$ cat src/rtl/txline_pkg.sv
package txline_pkg;
  // Strobes from the sequencer to the datapath, at most a few per cycle.
  typedef struct packed {
    logic push;    // accept a byte into the queue
    logic load;    // pop head byte into the frame shifter, drive start bit
    logic shift;   // advance to the next frame bit
    logic finish;  // stop bit completed, return line to mark
    logic flush;   // transmitter disabled: clear queue and line state
  } txStrobe_t;
endpackage

$ cat src/rtl/txline_ctrl.sv
module txline_ctrl
  import txline_pkg::*;
#(
  parameter int DATA_W = 8
) (
  input  logic       clk,
  input  logic       rstN,
  input  logic       txEnable,
  input  logic       wrStrobe,
  input  logic       baudTick,
  input  logic       fifoFull,
  input  logic       fifoEmpty,
  input  logic       parityOn,
  output txStrobe_t  strb,
  output logic       busy
);
  localparam int FRAME_W = DATA_W + 3;
  localparam int LEFT_W  = $clog2(FRAME_W + 1);

  logic [LEFT_W-1:0] bitsLeft;
  logic              lastBit;

  assign lastBit = (bitsLeft == LEFT_W'(1));

  always_comb begin
    strb        = '0;
    strb.flush  = !txEnable;
    strb.push   = txEnable && wrStrobe && !fifoFull;
    strb.load   = txEnable && baudTick && !busy && !fifoEmpty;
    strb.shift  = txEnable && baudTick && busy && !lastBit;
    strb.finish = txEnable && baudTick && busy && lastBit;
  end

  always_ff @(posedge clk) begin
    if (!rstN || strb.flush) begin
      busy     <= 1'b0;
      bitsLeft <= '0;
    end else if (strb.load) begin
      busy     <= 1'b1;
      bitsLeft <= parityOn ? LEFT_W'(FRAME_W) : LEFT_W'(FRAME_W - 1);
    end else if (strb.shift) begin
      bitsLeft <= bitsLeft - LEFT_W'(1);
    end else if (strb.finish) begin
      busy     <= 1'b0;
      bitsLeft <= '0;
    end
  end
endmodule

$ cat src/rtl/txline_dp.sv
module txline_dp
  import txline_pkg::*;
#(
  parameter int DEPTH  = 16,
  parameter int DATA_W = 8,
  localparam int CNT_W = $clog2(DEPTH + 1)
) (
  input  logic              clk,
  input  logic              rstN,
  input  txStrobe_t         strb,
  input  logic [DATA_W-1:0] wrData,
  input  logic              parityOn,
  input  logic              parityOdd,
  output logic              lineBit,
  output logic [CNT_W-1:0]  fifoCount,
  output logic              fifoFull,
  output logic              fifoEmpty
);
  localparam int PTR_W   = (DEPTH > 1) ? $clog2(DEPTH) : 1;
  localparam int FRAME_W = DATA_W + 3;

  logic [DATA_W-1:0]  mem [DEPTH];
  logic [PTR_W-1:0]   wrPtr, rdPtr;
  logic [FRAME_W-1:0] frameQ, frameNew;
  logic [DATA_W-1:0]  headByte;
  logic               parBit;

  function automatic logic [PTR_W-1:0] nextPtr(input logic [PTR_W-1:0] p);
    return (p == PTR_W'(DEPTH - 1)) ? '0 : p + PTR_W'(1);
  endfunction

  assign fifoFull  = (fifoCount == CNT_W'(DEPTH));
  assign fifoEmpty = (fifoCount == '0);
  assign headByte  = mem[rdPtr];
  assign parBit    = (^headByte) ^ parityOdd;
  assign frameNew  = parityOn ? {1'b1, parBit, headByte, 1'b0}
                              : {1'b1, 1'b1, headByte, 1'b0};

  always_ff @(posedge clk) begin
    if (strb.push) mem[wrPtr] <= wrData;
  end

  always_ff @(posedge clk) begin
    if (!rstN || strb.flush) begin
      wrPtr     <= '0;
      rdPtr     <= '0;
      fifoCount <= '0;
    end else begin
      if (strb.push) wrPtr <= nextPtr(wrPtr);
      if (strb.load) rdPtr <= nextPtr(rdPtr);
      case ({strb.push, strb.load})
        2'b10:   fifoCount <= fifoCount + CNT_W'(1);
        2'b01:   fifoCount <= fifoCount - CNT_W'(1);
        default: fifoCount <= fifoCount;
      endcase
    end
  end

  always_ff @(posedge clk) begin
    if (!rstN || strb.flush) begin
      frameQ  <= '1;
      lineBit <= 1'b1;
    end else if (strb.load) begin
      frameQ  <= frameNew;
      lineBit <= frameNew[0];
    end else if (strb.shift) begin
      frameQ  <= frameQ >> 1;
      lineBit <= frameQ[1];
    end else if (strb.finish) begin
      frameQ  <= '1;
      lineBit <= 1'b1;
    end
  end
endmodule

$ cat src/rtl/txline_unit.sv
module txline_unit
  import txline_pkg::*;
#(
  parameter int DEPTH  = 16,
  parameter int DATA_W = 8,
  localparam int CNT_W = $clog2(DEPTH + 1)
) (
  input  logic              clk,
  input  logic              rstN,
  input  logic              baudTick,
  input  logic [DATA_W-1:0] wrData,
  input  logic              wrStrobe,
  input  logic              txEnable,
  input  logic              parityOn,
  input  logic              parityOdd,
  input  logic [CNT_W-1:0]  trigLevel,
  input  logic              portDirOut,
  input  logic              portLevel,
  output logic              txdOut,
  output logic              txdOe,
  output logic              fifoLowFlag,
  output logic              doneFlag
);
  txStrobe_t        strb;
  logic             busy;
  logic             lineBit;
  logic [CNT_W-1:0] fifoCount;
  logic             fifoFull, fifoEmpty;

  txline_ctrl #(.DATA_W(DATA_W)) u_ctrl (
    .clk(clk), .rstN(rstN), .txEnable(txEnable), .wrStrobe(wrStrobe),
    .baudTick(baudTick), .fifoFull(fifoFull), .fifoEmpty(fifoEmpty),
    .parityOn(parityOn), .strb(strb), .busy(busy)
  );

  txline_dp #(.DEPTH(DEPTH), .DATA_W(DATA_W)) u_dp (
    .clk(clk), .rstN(rstN), .strb(strb), .wrData(wrData),
    .parityOn(parityOn), .parityOdd(parityOdd), .lineBit(lineBit),
    .fifoCount(fifoCount), .fifoFull(fifoFull), .fifoEmpty(fifoEmpty)
  );

  // Pin ownership: serial engine when enabled, software controls otherwise.
  assign txdOut      = txEnable ? lineBit : portLevel;
  assign txdOe       = txEnable | portDirOut;
  assign fifoLowFlag = (fifoCount <= trigLevel);
  assign doneFlag    = !busy && fifoEmpty;
endmodule

$ cat config.mk
export PLATFORM = sky130hd
export DESIGN_NAME = txline_unit
export DESIGN_NICKNAME = d
export VERILOG_FILES = /design/src/rtl/txline_pkg.sv /design/src/rtl/txline_ctrl.sv /design/src/rtl/txline_dp.sv /design/src/rtl/txline_unit.sv
export SDC_FILE = /design/constraint.sdc
export NUM_CORES = 1
export LEC_CHECK = 0
export ABC_CLOCK_PERIOD_IN_PS = 3170
export BUFFER_PORTS_ARGS = -buffer_cell sky130_fd_sc_hd__buf_2
export CAP_MARGIN = 15
export CORE_AREA = 2 2 148 121
export DETAILED_ROUTE_END_ITERATION = 8
export DIE_AREA = 0 0 150 123
export GPL_ROUTABILITY_DRIVEN = 0
export PLACE_DENSITY = 0.55
export SETUP_SLACK_MARGIN = 0.4
export SLEW_MARGIN = 15
export SYNTH_ARGS = -nofsm -noshare
export SYNTH_HDL_FRONTEND = slang
export SYNTH_SLANG_ARGS = --single-unit
export TNS_END_PERCENT = 20
$ cat constraint.sdc
create_clock -name clk -period 3.17 [get_ports clk]
set_input_delay 0.634 -clock clk [delete_from_list [all_inputs] [get_ports clk]]
set_output_delay 0.634 -clock clk [all_outputs]
set_load 0.005 [all_outputs]
=== Yosys cells after proc, flatten, opt, wreduce, memory -nomap -nowiden ===
Memories as Yosys holds them, arrays and structs flattened. A register that Yosys moved wholly into a read port is not among the register bits.
Cells that the tools add are included.

* $mul: 0
* Add/subtract/negate cells: 5
* Order comparisons: 1
* Reductions and logical operators: 22
* Equality and inequality tests: 7
* Shift operators: 0
* Bitwise logic cells: 2
* Div/mod/pow operators: 0
* Muxes and demuxes: 22

{| class="wikitable"
|+ Operators by type and width
! operator !! count
|-
| $mux W11 || 3
|-
| $mux W4 || 7
|-
| $mux W1 || 10
|-
| $mux W10 || 1
|-
| $pmux W5 S2 || 1
|-
| $logic_and A1 B1 Y1 || 9
|-
| $add A4 B1 Y4 const B || 2
|-
| $eq A4 B4 Y1 const B || 2
|-
| $reduce_xor A8 Y1 || 1
|-
| $logic_not A1 Y1 || 6
|-
| $add A5 B1 Y5 const B || 1
|-
| $eq A5 B5 Y1 const B || 1
|-
| $le A5 B5 Y1 || 1
|-
| $logic_not A5 Y1 || 1
|-
| $sub A5 B1 Y5 const B || 1
|-
| $eq A4 B1 Y1 const B || 1
|-
| $reduce_bool A2 Y1 || 2
|-
| $sub A4 B1 Y4 const B || 1
|-
| $reduce_bool A3 Y1 || 1
|-
| $eq A2 B1 Y1 const B || 1
|-
| $eq A2 B2 Y1 const B || 1
|-
| $ne A2 B1 Y1 const B || 1
|-
| $reduce_and A2 Y1 || 1
|-
| $logic_or A1 B1 Y1 || 1
|-
| 2 further kinds || 2
|}

* Memories: 1
* Bits in registers: 30
* Memory bits (writable): 128
* Logic and storage cells: 67
* Bits in read-only memories: 0
* Latch bits: 0

{| class="wikitable"
|+ Memory list
! memory !! depth !! width !! rd ports !! clocked after Yosys merged registers in !! wr ports !! RTL line !! source
|-
| u_dp.mem || 16 || 8 || 1 || 1 || 1 || txline_dp.sv:22 || <nowiki>logic [DATA_W-1:0] mem [DEPTH];</nowiki>
|}

=== Longest topological paths before layout ===
* Depth after elaboration: 6
* Gate-level depth with buffers: 16
* Gate-level depth less buffers: 14

=== Hierarchy ===
From an unflattened synthesis, not the netlist that was laid out.

* Cells, all modules: 444
* Area total of the unflattened synthesis: 6,865.3 µm²

{| class="wikitable"
|+ By module, submodules not included
! module !! times used !! cells each !! area each (µm²) !! sequential area each (µm²)
|-
| txline_dp || 1 || 379 || 6,366.1 || 4,404.2
|-
| txline_ctrl || 1 || 45 || 356.6 || 100.1
|-
| txline_unit || 1 || 20 || 142.6 || 0.0
|}

=== Worst setup path before layout ===
No wires, ideal clock.

* Path kind: reg-to-reg
* From: register u_dp.fifoCount[1]
* To: register u_dp.fifoCount[4]
* Data arrival time: 2,763 ps
* Library setup time: 128 ps
* Setup slack: 280 ps
* Cell stages (with the launch flop): 17
* Path through: dfxtp_1 -> clkbuf_1 -> nor4_1 -> a21boi_0 -> and2_1 -> inv_1 -> ha_1 -> clkbuf_1 -> xor2_1 -> ha_1 -> a21oi_1 -> nor2b_1 -> o21ai_0 -> a21oi_1 -> o21bai_1 -> xor2_1 -> nor2_1

* Longest elaborated chain between the ends: 5
* Elaborated cells on any way between the ends: 12

{| class="wikitable"
|+ RTL lines
! element !! RTL line !! source
|-
| start: declaration || txline_dp.sv:15 || <nowiki>output logic [CNT_W-1:0] fifoCount,</nowiki>
|-
| start signal: assignment || txline_dp.sv:52 || <nowiki>2'b10: fifoCount <= fifoCount + CNT_W'(1);</nowiki>
|-
| start signal: assignment || txline_dp.sv:53 || <nowiki>2'b01: fifoCount <= fifoCount - CNT_W'(1);</nowiki>
|-
| start signal: assignment || txline_dp.sv:54 || <nowiki>default: fifoCount <= fifoCount;</nowiki>
|-
| $eq A5 B5 Y1 or $logic_not A5 Y1 (tied branches) || txline_dp.sv:32, txline_dp.sv:33 ||
|-
| $logic_not A1 Y1 (on tied branches) || txline_ctrl.sv:28, txline_ctrl.sv:29 ||
|-
| $logic_and A1 B1 Y1 (on tied branches) || txline_ctrl.sv:28, txline_ctrl.sv:29 ||
|-
| $eq A2 B1 Y1 or $eq A2 B2 Y1 (tied branches) || txline_dp.sv:51 || <nowiki>case ({strb.push, strb.load})</nowiki>
|-
| $pmux W5 S2 or $reduce_bool A2 Y1 (tied branches) || -- ||
|}

Several ways; a longest one is shown, not always the timed one.
A chain may end at the register's enable or synchronous reset.

==> impl_metrics.csv <==
group,metric,value,unit
layout,synthToLayoutAreaGrowth,14.8,%
worst_setup_path,cp_max_fo,16,
layout,finalNonFillerCells,694,
yosys,synthesis.area,6700,sq um
yosys,synthFlopType,"edfxtp_1",
grt,antenna_found_initial,0,
yosys,yosysUniqueCellTypes,41,
worst_setup_path,max_stage_delay,0.53,ns
drt,antenna_left,0,
timing,worst_pin_slew,0.811,ns
worst_setup_path,crit_slowest_cell,"mux4_2",
clock_tree,cts_tree,"done",
grt,grt_pass1_wl,21.3,mm
yosys,yosysWarnings,0,
job,maxCapViolCount,0,
timing,layout_worst_path_cycle_share,84.7,%
clock_tree,insertion_delay,0.42,ns
timing,setup_violations,0,
worst_setup_path,cp.required,3.44,ns
worst_setup_path,cp.depth,8,
worst_setup_path,cp_top_family,"XOR/XNOR gates",
clock_tree,cts_hold_buf,0,
worst_setup_path,critPathBufInv,1,
layout,stdcell_area,7690,sq um
placed_design,place_area,7080,sq um
timing,final.setup.worst_slack,0.484,ns
placed_design,pre_cts_ws,0.193,ns
floorplan,initial_core_util,39.4,%
yosys,synth_edf_count,128,
yosys,synth_most_common_cell,"edfxtp_1",
layout,drive_gt1_share,24.9,%
yosys,synthArstFlopShare,0,%
clock_tree,cts_made_buffers,17,
timing,tns,0,ns
placed_design,numPlacedInstances,659,
grt,grt_pass1_vias,3628,
timing,rsz0062_at_grt,"true",
timing,relSlewSlack,45.7,%
floorplan,die_area,18500,sq um
power_and_ir_drop,vdd_drop_max,0.226,mV
yosys,syn_inst,420,
drt,post_drt_wl_per_cell,20.0,um
worst_setup_path,crit_end,"u_dp.frameQ[9]",
placed_design,portBuffers,25,
worst_setup_path,path_class,"reg -> reg",
worst_setup_path,reg2regPathDepth,8,
grt,grt_start_max_net_pins,33,
layout,antenna_cells,0,
worst_setup_path,crit_path_start_kind,"register",
hold_path,holdCritPathClass,"in -> reg",
layout,fillers,1495,
yosys,syn_nets,457,
drt,wl,13.9,mm
yosys,syn_avg_cell_area,16.0,sq um
placed_design,hpwl,8.87,mm
worst_setup_path,crit_path_end_kind,"register",
worst_setup_path,r2r-end,"u_dp.frameQ[9]",
floorplan,num_rows,43,
power_and_ir_drop,leakage,2.55,nW
yosys,ys_ff_latch,161,
drt,remaining_drc_errors,0,
drt,drt-vias-per-instance,5.26,
worst_setup_path,path_cells,"buf_12 > mux4_2 > a22oi_1 > nand3_1 > xor2_1 > xnor3_1 > nor4_1 > a221oi_1",
worst_setup_path,arrival,2.96,ns
timing,period_needed,2.69,ns
floorplan,core,17000,sq um
yosys,synth.area.top_cells,"edfxtp_1 57%, mux4_2 12%, dfxtp_1 9.9%, ha_1 2.8%, and2_1 1.7%",
clock_tree,cts_buffer_depth,2,
yosys,synth_commonest_cells,"128 x edfxtp_1, 36 x mux4_2, 33 x dfxtp_1, 29 x nand2_1",
floorplan,die_w,150,um
worst_setup_path,reg2reg_slack,0.48,ns
layout,final_nets,493,
drt,dr.pass1.iters,5,
grt,grt.overflow.total,0,
power_and_ir_drop,power.density,561,nW/um^2
status,status,"complete, no violations",
yosys,synth_top_area_share,57.4,%
floorplan,pin_count,26,
timing,hold_viol,0,
drt,vias,3652,
clock_tree,htreeDepth,4,
floorplan,die_y,123,um
clock_tree,cts.clk_slew.worst_paths,0.07,ns
power_and_ir_drop,power.total,0.00432,W
timing,maxSlewViolCount,0,
timing,clock.fmax,372,MHz
clock_tree,cts_sinks,161,
drt,drtIter0Drc,266,
yosys,ys_seq_area_share,67.2,%
timing,fin_skew,0.00798,ns
yosys,yosys.area.top_type,"edfxtp_1",
clock_tree,root_buffer,"clkbuf_16",
grt,track_usage,16.3,%
## worst reg2reg max path, stage by stage (launching register included)
cell	delay [ns]
dfxtp_2	0.40
buf_12	0.20
mux4_2	0.55
a22oi_1	0.28
nand3_1	0.20
xor2_1	0.17
xnor3_1	0.43
nor4_1	0.23
a221oi_1	0.08
## cells in the final DEF, fill, tap and decap left out, types with 3 or more instances in the layout
| cell type | count |
|---|---|
| nor2_1 | 20 |
| nand2_1 | 29 |
| inv_1 | 9 |
| ha_1 | 15 |
| dfxtp_1 | 28 |
| a22oi_1 | 4 |
| clkinvlp_4 | 5 |
| a311oi_1 | 3 |
| o221ai_1 | 8 |
| xor2_1 | 8 |
| nor3b_1 | 4 |
| or3_1 | 3 |
| buf_4 | 6 |
| and2_1 | 18 |
| mux4_2 | 36 |
| buf_2 | 25 |
| o21ai_0 | 12 |
| nor2b_1 | 6 |
| inv_6 | 5 |
| nand3_1 | 19 |
| edfxtp_1 | 128 |
| a21oi_1 | 19 |
| nor3_1 | 3 |
| dfxtp_2 | 5 |
| clkbuf_16 | 18 |
## metal layers
layer	part of all wire [%]	track usage [%]	wire [um]
met5	0	0	0
met4	1.1	4.95	148
met2	45	24.5	6320
met3	4.4	4.17	616
met1	49	23.4	6830
## sequential cells by signal (all words and copies together), names as in the netlist, named ones only
register,count
u_ctrl.busy,1
u_dp.mem,128
u_dp.wrPtr,4
u_dp.rdPtr,4
u_dp.frameQ,11
u_ctrl.bitsLeft,4
u_dp.fifoCount,5
## how the worst min path moves through the flow
stage | from | end | slack (ns) | cells after the start
2_1_floorplan | u_dp.frameQ[7] | u_dp.frameQ[7] | 0.44 | 2
3_3_place_gp | u_dp.frameQ[4] | u_dp.frameQ[4] | 0.45 | 2
3_5_place_dp | u_dp.frameQ[3] | u_dp.frameQ[3] | 0.46 | 2
4_1_cts | baudTick | u_ctrl.busy | 0.45 | 2
5_1_grt | baudTick | u_ctrl.busy | 0.45 | 2
6_report | baudTick | u_ctrl.busy | 0.47 | 2
## what timing repair did
item / CTS / global route
resized for setup: 3 / 6
endpoints found under the hold margin: 0 / 0
buffers inserted: 0 / 2
setup endpoints to repair: 1 / 3
pin swaps: 0 / 1
cloned: 0 / 1
## per-stage QoR
| step | hold WS (ns) | utilization, % |
|---|---|---|
| after floorplan | 0.441 | - |
| after detailed placement | 0.456 | 41.6 |
| final | 0.470 | 45.3 |
| after global placement | 0.454 | 41.6 |
| after CTS | 0.450 | 44.9 |
| after global routing | 0.453 | 45.3 |
## where the power goes
group | total [W] | switching, W | internal, W
Clock | 0.00189 | 0.000870 | 0.00102
Sequential | 0.00229 | 0.00000559 | 0.00229
Combinational | 0.000134 | 0.0000800 | 0.0000535
Total | 0.00432 | 0.000956 | 0.00336
## cell type report
cell class	instances	area, sq um	area share, %
well taps	225	282	3.66
inverters	11	41.3	0.537
repair buffers	34	235	3.06
clock buffers	17	425	5.53
flip-flops and latches	161	4510	58.6
multi-input cells	231	2080	27.0
clock inverters	15	125	1.63
## kinds of logic (layout without fill, tap and decap cells)
family	after synthesis	in the layout	synth area share, %
flip-flops	161	161	67.2
AND/OR/NAND/NOR	111	111	8.25
AO/OA/AOI/OAI	54	54	5.04
multiplexers	38	38	12.4
buffers and inverters	28	77	2.15
adder cells (fa/ha/maj)	15	15	2.80
XOR/XNOR	13	13	2.13
No activity file was read; power rests on OpenSTA's default activity.
